==> src/rtl/sis_pkg.sv <==
package sis_pkg;

  // Index of the data bit carried by a slot, most significant bit first.
  function automatic int unsigned bit_index(int unsigned width, int unsigned slot);
    return width - 1 - slot;
  endfunction

  // The slot after the last data bit is the null slot.
  function automatic logic is_null_slot(int unsigned width, int unsigned slot);
    return slot == width;
  endfunction

  // Ascending address with wrap at the array depth.
  function automatic int unsigned next_addr(int unsigned depth, int unsigned addr);
    return (addr + 1) % depth;
  endfunction

  // The synchronization phase is finished once this many edges are counted.
  function automatic logic sync_reached(int unsigned edges, int unsigned cnt);
    return cnt >= edges;
  endfunction

endpackage

==> src/rtl/sis_sync_gate.sv <==
module sis_sync_gate #(
  parameter int unsigned SYNC_EDGES = 9,
  localparam int unsigned CNT_W = $clog2(SYNC_EDGES + 1)
) (
  input  logic             clk_i,
  input  logic             rst_ni,
  input  logic             en_i,
  output logic             synced_o,
  output logic [CNT_W-1:0] cnt_o
);
  import sis_pkg::*;

  logic [CNT_W-1:0] cnt_q;
  logic             done_q;
  logic             count_edge;

  assign count_edge = en_i && !done_q;

  always_ff @(posedge clk_i or negedge rst_ni) begin
    if (!rst_ni) begin
      cnt_q  <= '0;
      done_q <= 1'b0;
    end else if (count_edge) begin
      if (sync_reached(SYNC_EDGES, int'(cnt_q))) begin
        done_q <= 1'b1;
      end else begin
        cnt_q <= cnt_q + CNT_W'(1);
      end
    end
  end

  assign synced_o = done_q;
  assign cnt_o    = cnt_q;

  // the synchronization count holds while disabled
  p_sync_hold_r7: assert property (@(posedge clk_i) disable iff (!rst_ni)
    !en_i |=> $stable(cnt_q) && $stable(done_q));

  // completion never comes before the full edge count
  p_sync_full_r2: assert property (@(posedge clk_i) disable iff (!rst_ni)
    $rose(done_q) |-> cnt_q == CNT_W'(SYNC_EDGES));

endmodule

==> src/rtl/sis_frame_seq.sv <==
module sis_frame_seq #(
  parameter int unsigned DEPTH = 128,
  parameter int unsigned WIDTH = 8,
  localparam int unsigned AW     = $clog2(DEPTH),
  localparam int unsigned SLOT_W = $clog2(WIDTH + 1)
) (
  input  logic              clk_i,
  input  logic              rst_ni,
  input  logic              step_i,
  output logic [AW-1:0]     addr_o,
  output logic [SLOT_W-1:0] slot_o,
  output logic              null_slot_o
);
  import sis_pkg::*;

  logic [AW-1:0]     addr_q;
  logic [SLOT_W-1:0] slot_q;
  logic              frame_end;

  assign frame_end = is_null_slot(WIDTH, int'(slot_q));

  always_ff @(posedge clk_i or negedge rst_ni) begin
    if (!rst_ni) begin
      addr_q <= '0;
      slot_q <= '0;
    end else if (step_i) begin
      if (frame_end) begin
        slot_q <= '0;
        addr_q <= AW'(next_addr(DEPTH, int'(addr_q)));
      end else begin
        slot_q <= slot_q + SLOT_W'(1);
      end
    end
  end

  assign addr_o      = addr_q;
  assign slot_o      = slot_q;
  assign null_slot_o = frame_end;

  // a data slot is followed by the next slot of the same byte
  p_slot_step_r4: assert property (@(posedge clk_i) disable iff (!rst_ni)
    (step_i && !frame_end) |=> (slot_q == $past(slot_q) + SLOT_W'(1)) && $stable(addr_q));

  // the last byte is followed by the first one
  p_wrap_r6: assert property (@(posedge clk_i) disable iff (!rst_ni)
    (step_i && frame_end && addr_q == AW'(DEPTH - 1)) |=> addr_q == '0 && slot_q == '0);

  // position holds without a step
  p_pos_hold_r7: assert property (@(posedge clk_i) disable iff (!rst_ni)
    !step_i |=> $stable(addr_q) && $stable(slot_q));

endmodule

==> src/rtl/sis_byte_store.sv <==
module sis_byte_store #(
  parameter int unsigned DEPTH = 128,
  parameter int unsigned WIDTH = 8,
  localparam int unsigned AW = $clog2(DEPTH)
) (
  input  logic             clk_i,
  input  logic             rst_ni,
  input  logic             en_i,
  input  logic             wr_en_i,
  input  logic [AW-1:0]    wr_addr_i,
  input  logic [WIDTH-1:0] wr_data_i,
  input  logic [AW-1:0]    rd_addr_i,
  output logic [WIDTH-1:0] rd_data_o
);
  logic [WIDTH-1:0] mem_q [DEPTH];
  logic             wr_fire;

  assign wr_fire = wr_en_i && !en_i;

  always_ff @(posedge clk_i) begin
    if (wr_fire) begin
      mem_q[wr_addr_i] <= wr_data_i;
    end
  end

  assign rd_data_o = mem_q[rd_addr_i];

  // a write while disabled lands at its address
  p_write_lands_r8: assert property (@(posedge clk_i) disable iff (!rst_ni)
    (wr_en_i && !en_i) |=> mem_q[$past(wr_addr_i)] == $past(wr_data_i));

  // a write while streaming leaves the array untouched
  p_write_blocked_r9: assert property (@(posedge clk_i) disable iff (!rst_ni)
    (wr_en_i && en_i) |=> mem_q[$past(wr_addr_i)] == $past(mem_q[wr_addr_i]));

endmodule

==> src/rtl/serial_image_streamer.sv <==
module serial_image_streamer #(
  parameter int unsigned DEPTH      = 128,
  parameter int unsigned WIDTH      = 8,
  parameter int unsigned SYNC_EDGES = 9,
  localparam int unsigned AW     = $clog2(DEPTH),
  localparam int unsigned SLOT_W = $clog2(WIDTH + 1),
  localparam int unsigned CNT_W  = $clog2(SYNC_EDGES + 1)
) (
  input  logic             clk_i,
  input  logic             rst_ni,
  input  logic             en_i,
  input  logic             wr_en_i,
  input  logic [AW-1:0]    wr_addr_i,
  input  logic [WIDTH-1:0] wr_data_i,
  output logic             sd_o,
  output logic             sd_oe_o
);
  import sis_pkg::*;

  logic              synced;
  logic [CNT_W-1:0]  sync_cnt;
  logic              step;
  logic [AW-1:0]     cur_addr;
  logic [SLOT_W-1:0] cur_slot;
  logic              null_slot;
  logic [WIDTH-1:0]  cur_byte;
  logic              cur_bit;

  sis_sync_gate #(.SYNC_EDGES(SYNC_EDGES)) u_sync (
    .clk_i    (clk_i),
    .rst_ni   (rst_ni),
    .en_i     (en_i),
    .synced_o (synced),
    .cnt_o    (sync_cnt)
  );

  // The stream only moves once synchronization is complete.
  assign step = en_i && synced;

  sis_frame_seq #(.DEPTH(DEPTH), .WIDTH(WIDTH)) u_seq (
    .clk_i       (clk_i),
    .rst_ni      (rst_ni),
    .step_i      (step),
    .addr_o      (cur_addr),
    .slot_o      (cur_slot),
    .null_slot_o (null_slot)
  );

  sis_byte_store #(.DEPTH(DEPTH), .WIDTH(WIDTH)) u_store (
    .clk_i     (clk_i),
    .rst_ni    (rst_ni),
    .en_i      (en_i),
    .wr_en_i   (wr_en_i),
    .wr_addr_i (wr_addr_i),
    .wr_data_i (wr_data_i),
    .rd_addr_i (cur_addr),
    .rd_data_o (cur_byte)
  );

  always_comb begin
    cur_bit = 1'b0;
    if (!null_slot) begin
      cur_bit = cur_byte[bit_index(WIDTH, int'(cur_slot))];
    end
  end

  assign sd_oe_o = en_i && synced && !null_slot;
  assign sd_o    = sd_oe_o ? cur_bit : 1'b0;

  // nothing is driven under reset, and the pointer is at the origin
  always @(negedge clk_i) begin
    if (rst_ni === 1'b0) begin
      a_reset_quiet_r1: assert (!sd_oe_o && cur_addr == '0 && cur_slot == '0);
    end
  end

  // the line is released before synchronization completes
  p_quiet_sync_r2: assert property (@(posedge clk_i) disable iff (!rst_ni)
    !synced |-> !sd_oe_o);

  // the first driven slot is bit 7 of address 0
  p_first_bit_r3: assert property (@(posedge clk_i) disable iff (!rst_ni)
    $rose(synced) |-> cur_addr == '0 && cur_slot == '0);

  // the null slot releases the line
  p_null_released_r5: assert property (@(posedge clk_i) disable iff (!rst_ni)
    null_slot |-> !sd_oe_o);

  // disabled means released
  p_idle_released_r7: assert property (@(posedge clk_i) disable iff (!rst_ni)
    !en_i |-> !sd_oe_o);

endmodule

==> config.mk <==
export PLATFORM = sky130hd
export DESIGN_NAME = serial_image_streamer
export DESIGN_NICKNAME = d
export VERILOG_FILES = /design/src/rtl/sis_pkg.sv /design/src/rtl/sis_sync_gate.sv /design/src/rtl/sis_frame_seq.sv /design/src/rtl/sis_byte_store.sv /design/src/rtl/serial_image_streamer.sv
export SDC_FILE = /design/constraint.sdc
export NUM_CORES = 1
export LEC_CHECK = 0
export BUFFER_PORTS_ARGS = -buffer_cell sky130_fd_sc_hd__buf_2
export CORE_MARGIN = 4
export CORE_UTILIZATION = 30
export CTS_CLUSTER_DIAMETER = 120
export DETAILED_ROUTE_END_ITERATION = 8
export HOLD_SLACK_MARGIN = 0.12
export REMOVE_ABC_BUFFERS = 1
export SYNTH_ARGS = -nofsm -noshare
export SYNTH_HDL_FRONTEND = slang
export SYNTH_SLANG_ARGS = --single-unit
export TNS_END_PERCENT = 50
==> constraint.sdc <==
create_clock -name clk_i -period 4.3 [get_ports clk_i]
set_input_delay 0.86 -clock clk_i [delete_from_list [all_inputs] [get_ports clk_i]]
set_output_delay 0.86 -clock clk_i [all_outputs]
set_load 0.05 [all_outputs]
==> results.md, run 1 <==
* Status: finished with violations
* Failing checks: negative setup slack
* Max incr delay on CP at ~0.5 ns
* Via count at between 20000 and 25000
* Row cnt at 135
* Largest net degree at the start of global routing at between 100 and 150
* WHS Path Cells at 1
* Max_slew headroom at 18.2%
* Worst EP arrival at 3.76 ns
* Most common cell type on the critical path: buf_12
* Critical-path top delay cell: dfrtp_4
* Max-slew violation count at 0
* Total GRT Usage at between 10 and 15%
* Register area share after synthesis at between 70% and 80%
* Setup crit start kind: register
* I/O pin count at 21
* Fin. Hold Viols at 0
* Root Driver: clkbuf_16
* DP Cell Count at between 3000 and 4000
* Die Wd at roughly 380 µm
* # clock sinks at approximately 1000
* Most common cell after layout, fill and taps aside: edfxtp_1
* Worst setup margin at -0.318 ns
* Commonest non-fill, non-tap cells in the layout: edfxtp_1 (1024), mux4_2 (205), buf_4 (185)
* Period minus WS final at 4.62 ns
* CTS Buf Count at 106
* Initial Util at ~30%
* Post-DR vias/cell at 5.18
* Clock transition at path regs at about 0.060 ns
* RSZ-0062 raised after global routing: true
* Reg2reg start: u_seq.slot_o[0]$_DFFE_PN0P_
* Reg-to-Reg End: u_seq.addr_o[5]$_DFFE_PN0P_
* Synth Register Bits at around 1000
* Critical path class: reg2out
* Prevailing post-synth register cell: edfxtp_1
* Fin cells at 4144
* Worst-Skew Late Latency at roughly 0.67 ns
* CP Cell Sequence: buf_12 > buf_12 > buf_4 > buf_8 > mux4_2 > nor2b_4 > a211oi_4 > a311oi_4 > a211oi_2 > o32a_1 > o22ai_4 > buf_12
* Clk_skew at between 0.008 and 0.009 ns
* Clk buf depth at 3
* DR pass1 iterations at 6
* Endpoint, Worst Hold: u_sync.cnt_o[3]$_DFFE_PN0P_
* Final Cycle Share at 107%
* Worst hold path type: reg2reg
* GPL Wtd Cong at ~0.85
* Antenna Nets Post-Route at 0
* HPWL after DPL at around 66000 µm
* Power Density at between 500 and 600 mW/mm²
* Synth Area per Inst at 20.3 µm²
* CTS H-tree depth at 3
* WL final at around 110000 µm
* Post-synth EDFFs at approximately 1000
* Layout cells sized above 1 at ~30%
* Worst Tran Pin Value at approximately 1.2 ns
* Die height at approximately 380 µm
* First-pass GRT wire length at about 160000 µm
* Yosys cell types at 65
* Mapped cell area at around 0.041 mm²
* Crit path max fanout at 6
* FMAX at roughly 220 MHz
* Vias in the first global route at between 20000 and 25000
* CP required at between 3 and 4 ns
* CP endpoint kind: output port
* Mapped Cells at between 2000 and 2500
* Drt drc at 0
* HP Start: u_sync.cnt_o[3]$_DFFE_PN0P_
* WL/cell at 26.2 µm
* Flop2flop setup slack at 2.06 ns
* Ys Warns at 0
* CP Launch Point: u_seq.addr_o[0]$_DFFE_PN0P_
* Area Overhead vs Synth at 19.5%
* Initial antenna violation count at 8
* Maxcap violations at 0
* IO Port Bufs at 20
* NumNets Final at roughly 2300
* CTS tree: built
* Total core area at approximately 0.14 mm²
* DRT iter0 DRCs at 2407
* Fraction of registers with async set or reset after synthesis at approximately 1.5%
* Grt ovf at 0
* IR Drop Worst-Case VDD at approximately 0.38 mV
* Final setup vio count at 1
* DIE AREA at roughly 0.14 mm²
* DP Worst Slack at -0.404 ns
* R2r worst-path depth at 7
* Pleak at about 16 nW
-- final cells by class --
cell class	count	area, µm²
fill	12500	86600
sequential	1040	31200
multi-input combinational	860	9660
timing repair buffer	258	2780
clock buffer	125	2720
tap	1781	2230
clock inverter	63	553
inverter	12	48.8
antenna	5	12.5
-- sequential cells by signal (all words and copies together) (netlist names) --
register         count
u_seq.addr_o         7
u_sync.cnt_o         4
u_seq.slot_o         4
u_sync.synced_o      1
u_store.mem_q     1024
-- per-stage QoR --
stage                     TNS, ns  util [%]  power (W)  instance area (µm²)  hold WS, ns
final                      -0.318      36.2     0.0285                49200        0.500
after global routing       -0.392      36.2     0.0295                49100        0.522
after CTS                  -0.370      36.0     0.0285                49000        0.497
after detailed placement   -0.404      32.6     0.0183                44300        0.484
after global placement     -0.363      32.6     0.0182                44300        0.443
after floorplan            -54.82         -     0.0155                40300        0.430
-- logic make-up after synthesis --
group,share of synthesized area [%]
AO/OA/AOI/OAI,3.06
flip-flops,75.7
multiplexers,15.2
buffers and inverters,2.13
XOR/XNOR,0.170
AND/OR/NAND/NOR,3.58
adder cells (fa/ha/maj),0.182
-- worst max-delay path, delay by kind of cell (launching register included) --
kind                   cells  cell delay, ns
and+or+nand+nor            1            0.16
DFF                        1            0.50
AOI/OAI and AO/OA          5            1.27
buffers and inverters      5            0.78
muxes                      1            0.33
-- cell usage after synthesis, types with 11 or more instances --
master / number / share of area (%)
edfxtp_1: 1024 / 75
nor2_1: 160 / 1.5
mux4_1: 19 / 1.2
nand2_1: 68 / 0.62
buf_6: 15 / 0.41
mux2i_1: 112 / 2.7
buf_4: 17 / 0.31
o21ai_0: 24 / 0.29
mux4_2: 201 / 11
a22oi_1: 24 / 0.44
dfrtp_1: 16 / 0.97
a311oi_1: 12 / 0.26
a221oi_1: 14 / 0.30
buf_2: 27 / 0.33
nand3_1: 31 / 0.38
inv_1: 11 / 0.10
nor2b_1: 11 / 0.17
clkbuf_1: 30 / 0.27
a211oi_1: 14 / 0.26
a21oi_1: 21 / 0.26
nor3_1: 18 / 0.22
-- worst max-delay path by stage --
stage / slack (ns) / to / cells after the start
after global placement: -0.36 / sd_o / 12
after floorplan: -9.59 / sd_o / 8
after global routing: -0.39 / sd_o / 12
final: -0.32 / sd_o / 12
after CTS: -0.37 / sd_o / 13
after detailed placement: -0.40 / sd_o / 12
-- repair_timing --
action,CTS,global route
setup endpoints to repair,1,1
setup buffers,43,8
gates cloned,14,1
endpoints found under the hold margin,5,0
hold buffers,1,0
pin swaps,40,21
resized for setup,126,24
-- routing by layer --
metal | GRT usage (%) | share of wire [%] | vias to the layer above
li1 | - | - | 8903
met1 | 20.7 | 42 | 11400
met2 | 23.9 | 48 | 947
met3 | 2.72 | 7.5 | 198
met4 | 4.63 | 2.8 | 4
met5 | 0 | 0.023 | -
-- power breakdown --
part	internal (W)	leakage, nW	switching, W
Sequential	0.0112	9.39	0.0000991
Clock	0.00504	1.61	0.00376
Combinational	0.00419	4.58	0.00425
(Power assumes the default switching activity.)
==> run 2, diff against run 1 <==
--- a/config.mk
+++ b/config.mk
@@ -5,7 +5,9 @@
 export SDC_FILE = /design/constraint.sdc
 export NUM_CORES = 1
 export LEC_CHECK = 0
+export ABC_AREA = 1
 export BUFFER_PORTS_ARGS = -buffer_cell sky130_fd_sc_hd__buf_2
+export CORE_ASPECT_RATIO = 1.75
 export CORE_MARGIN = 4
 export CORE_UTILIZATION = 30
 export CTS_CLUSTER_DIAMETER = 120
==> run 2 against run 1 <==
  * The flow still finishes with violations (negative setup slack)
  * Clock power decreased by 10%
  * Synthesized cell count increased by 88%
  * Die area increased by 5.1%
  * Combinational power increased by 40%
  * Non-clock buffer count decreased by 92
  * Flip-flop and latch count unchanged
  * Count of clock-buffer cells in the layout decreased by 31
  * Cell area increased by 2.0%
  * Register-to-register slack got worse by 0.09 ns
  * Largest power group is now combinational cells
==> results.md, run 2 <==
* GPL Wtd Cong at around 0.88
* Reg-to-Reg End: u_seq.addr_o[6]$_DFFE_PN0P_
* Total core area at ~0.14 mm²
* Largest Register: u_store.mem_q
* Clock transition at path regs at about 0.07 ns
* Max-slew violation count at 0
* RSZ-0062 raised after global routing: true
* Clk_skew at ~0.02 ns
* Row cnt at roughly 180
* Largest net degree at the start of global routing at 84
* WL final at about 130000 µm
* Count leader, synth: edfxtp_1
* Total GRT Usage at between 15 and 20%
* Clock Power Share at between 20% and 30%
* CTS Buf Count at 84
* Ys Warns at 0
* Worst EP arrival at between 3 and 4 ns
* Fraction of registers with async set or reset after synthesis at under 10%
* Post-synth top cells: edfxtp_1 (1024), nor2_1 (758), nand2_1 (653)
* Setup crit start kind: register
* NetSw at between 0.01 and 0.015 W
* First-pass GRT wire length at 188000 µm
* CTS H-tree depth at 3
* Critical path class: reg2out
* Maxcap violations at 0
* Vias in the first global route at around 29000
* Commonest non-fill, non-tap cells in the layout: edfxtp_1 (1024), nor2_1 (746), nand2_1 (636)
* Max incr delay on CP at between 0.5 and 0.6 ns
* CP Launch Point: u_seq.addr_o[0]$_DFFE_PN0P_
* Power Density at about 600 mW/mm²
* Worst-Skew Late Latency at 0.66 ns
* Synth Register Bits at between 1000 and 1500
* Fin cells at around 5800
* Root Driver: clkbuf_16
* Worst Tran Pin Value at ~1.0 ns
* WL/cell at between 20 and 25 µm
* Most common cell after layout, fill and taps aside: edfxtp_1
* Prevailing post-synth register cell: edfxtp_1
* Initial antenna violation count at 11
* Worst setup margin at -0.106 ns
* Mapped cell area at 0.0432 mm²
* IO Port Bufs at 20
* Die Wd at just under 300 µm
* HP Start: u_sync.cnt_o[3]$_DFFE_PN0P_
* Sequential share of power at 36.5%
* DRT iter0 DRCs at 2443
* Fin. Hold Viols at 0
* Grt ovf at 0
* Die height at slightly above 500 µm
* CP required at 3.44 ns
* CTS tree: built
* CP Cell Sequence: buf_16 > buf_16 > buf_4 > nor2_1 > nor2_1 > o21ai_0 > nand3_1 > nand3_1 > nand3_1 > nand3_4 > nand2_1 > nand3_1 > nand3_2 > a21oi_4 > nor2_4 > buf_6 > buf_12
* FMAX at between 200 and 250 MHz
* Post-DR vias/cell at 5.04
* Crit path max fanout at 9
* Comb power frac at 38.0%
* DIE AREA at approximately 0.15 mm²
* Max_slew headroom at a little under a third
* NumNets Final at between 3000 and 4000
* Setup TNS at -0.106 ns
* Drt drc at 0
* Top-area cell type share of the netlist area at 71.1%
* IR Drop Worst-Case VDD at ~0.52 mV
* Flop2flop setup slack at between 1.5 and 2 ns
* HPWL after DPL at around 77000 µm
* CP endpoint kind: output port
* Area Overhead vs Synth at 16.0%
* Worst setup path endpoint: sd_o
* Via count at approximately 29000
* Area post-placement at roughly 0.046 mm²
* DP Cell Count at roughly 5600
* Yosys cell types at 29
* Sw Share at a little under two fifths
* Most common cell type on the critical path: nand3_1
* Status: finished with violations
* Pleak at roughly 17 nW
* Antenna Nets Post-Route at 0
* Mapped Cells at roughly 3800
* Post-synth EDFFs at 1024
* Worst path depth at 17
* Crit path max-delay family: simple AND/OR/NAND/NOR gates
* Critical-path top delay cell: dfrtp_4
* Synth Area per Inst at approximately 11 µm²
* # clock sinks at ~1000
* Final setup vio count at 1
* Period minus WS final at 4.41 ns
* CP Buf/Inv Count at 5
* Failing checks: negative setup slack
* Worst hold path type: reg2reg
* Clk buf depth at 3
* Layout cells sized above 1 at roughly 11%
* Synth area leader: edfxtp_1
* Initial Util at between 30 and 40%
* Design Area, Final at around 0.050 mm²
* Final Cycle Share at 102%
* DR pass1 iterations at 6
* Top cells by area, synth: edfxtp_1 (71%), nor2_1 (6.6%), nand2_1 (5.7%), nand3_1 (4.7%), o21ai_0 (3.1%)
* Register area share after synthesis at around 70%
* R2r worst-path depth at 8
* Reg2reg start: u_seq.slot_o[0]$_DFFE_PN0P_
* Final Util at a little over a third
* Int Pwr at slightly below 0.02 W
* I/O pin count at 21
* Max FFs per register at about 1000
run 2: cell types whose count changed after synthesis, sizes merged, moves of 60 or more:
cell | before | now
mux4 | 220 | 0
nand2 | 68 | 654
o21ai | 25 | 330
nor3 | 18 | 78
nand3 | 31 | 402
inv | 11 | 187
buf | 77 | 167
nor2 | 161 | 758
mux2i | 112 | 0
run 2: repair_timing:
item                                    CTS  global route
hold buffers                              1             0
endpoints found under the setup margin    1             1
endpoints found under the hold margin    16             0
resized for setup                       164            29
gates cloned                             17             4
buffers inserted                         15             2
pin swaps                                54            18
run 2: worst min path at each step:
stage	end	cells after the start	slack, ns
finish	u_sync.cnt_o[3]$_DFFE_PN0P_	1	0.47
global route	u_sync.cnt_o[3]$_DFFE_PN0P_	1	0.50
CTS	u_sync.cnt_o[3]$_DFFE_PN0P_	1	0.47
detailed placement	u_sync.cnt_o[3]$_DFFE_PN0P_	1	0.46
global placement	u_sync.cnt_o[3]$_DFFE_PN0P_	1	0.46
floorplan	u_sync.cnt_o[3]$_DFFE_PN0P_	1	0.43
run 2: routing by layer:
| layer | track usage, % | part of all wire, % | vias up |
|---|---|---|---|
| met5 | 0 | 0.042 | - |
| met4 | 10.6 | 7.1 | 8 |
| met3 | 2.19 | 5.4 | 350 |
| met2 | 31.5 | 53 | 1123 |
| met1 | 17.5 | 34 | 14400 |
| li1 | - | - | 13200 |
run 2: cell families (layout without fill, tap and decap cells):
| family | count (synthesis) | count (layout) | share of synthesized area, % |
|---|---|---|---|
| compound gates | 431 | 431 | 5.31 |
| xor+xnor | 9 | 9 | 0.182 |
| buf+inv | 415 | 509 | 4.40 |
| flops | 1040 | 1040 | 72.1 |
| other cells | 0 | 4 | 0 |
| fa+ha+maj | 6 | 6 | 0.174 |
| simple gates | 1896 | 1896 | 17.9 |
run 2: stage by stage:
stage	power (W)	hold slack, ns	setup slack (ns)
2_1_floorplan	0.0164	0.435	-16.63
3_3_place_gp	0.0214	0.456	0.193
3_5_place_dp	0.0214	0.456	0.264
4_1_cts	0.0308	0.473	-0.0759
5_1_grt	0.0323	0.498	-0.204
6_report	0.0310	0.473	-0.106
run 2: cell type report:
cell class / count / area [µm²]
multi-input combinational: 2342 / 10900
tap: 1860 / 2330
inverter: 189 / 748
timing repair buffer: 166 / 2250
clock inverter: 57 / 531
fill: 13900 / 93300
sequential: 1040 / 31200
timing repair inverter: 3 / 31.3
antenna: 4 / 10.0
clock buffer: 94 / 2200
run 2: worst register-to-register path: stages, from the launching register on:
cell	delay, ns
dfrtp_1	0.50
inv_1	0.25
ha_1	0.22
nand3_1	0.08
nor2_1	0.37
nand2_1	0.18
nor3_1	0.34
nand2_1	0.12
xor2_1	0.16
run 2: power groups by stage:
stage | Sequential (W) | Combinational, W | Clock, W
2_1_floorplan | 0.0120 | 0.00433 | 0
3_3_place_gp | 0.0115 | 0.00989 | 0
3_5_place_dp | 0.0115 | 0.00992 | 0
4_1_cts | 0.0113 | 0.0115 | 0.00801
5_1_grt | 0.0113 | 0.0126 | 0.00839
6_report | 0.0113 | 0.0118 | 0.00791
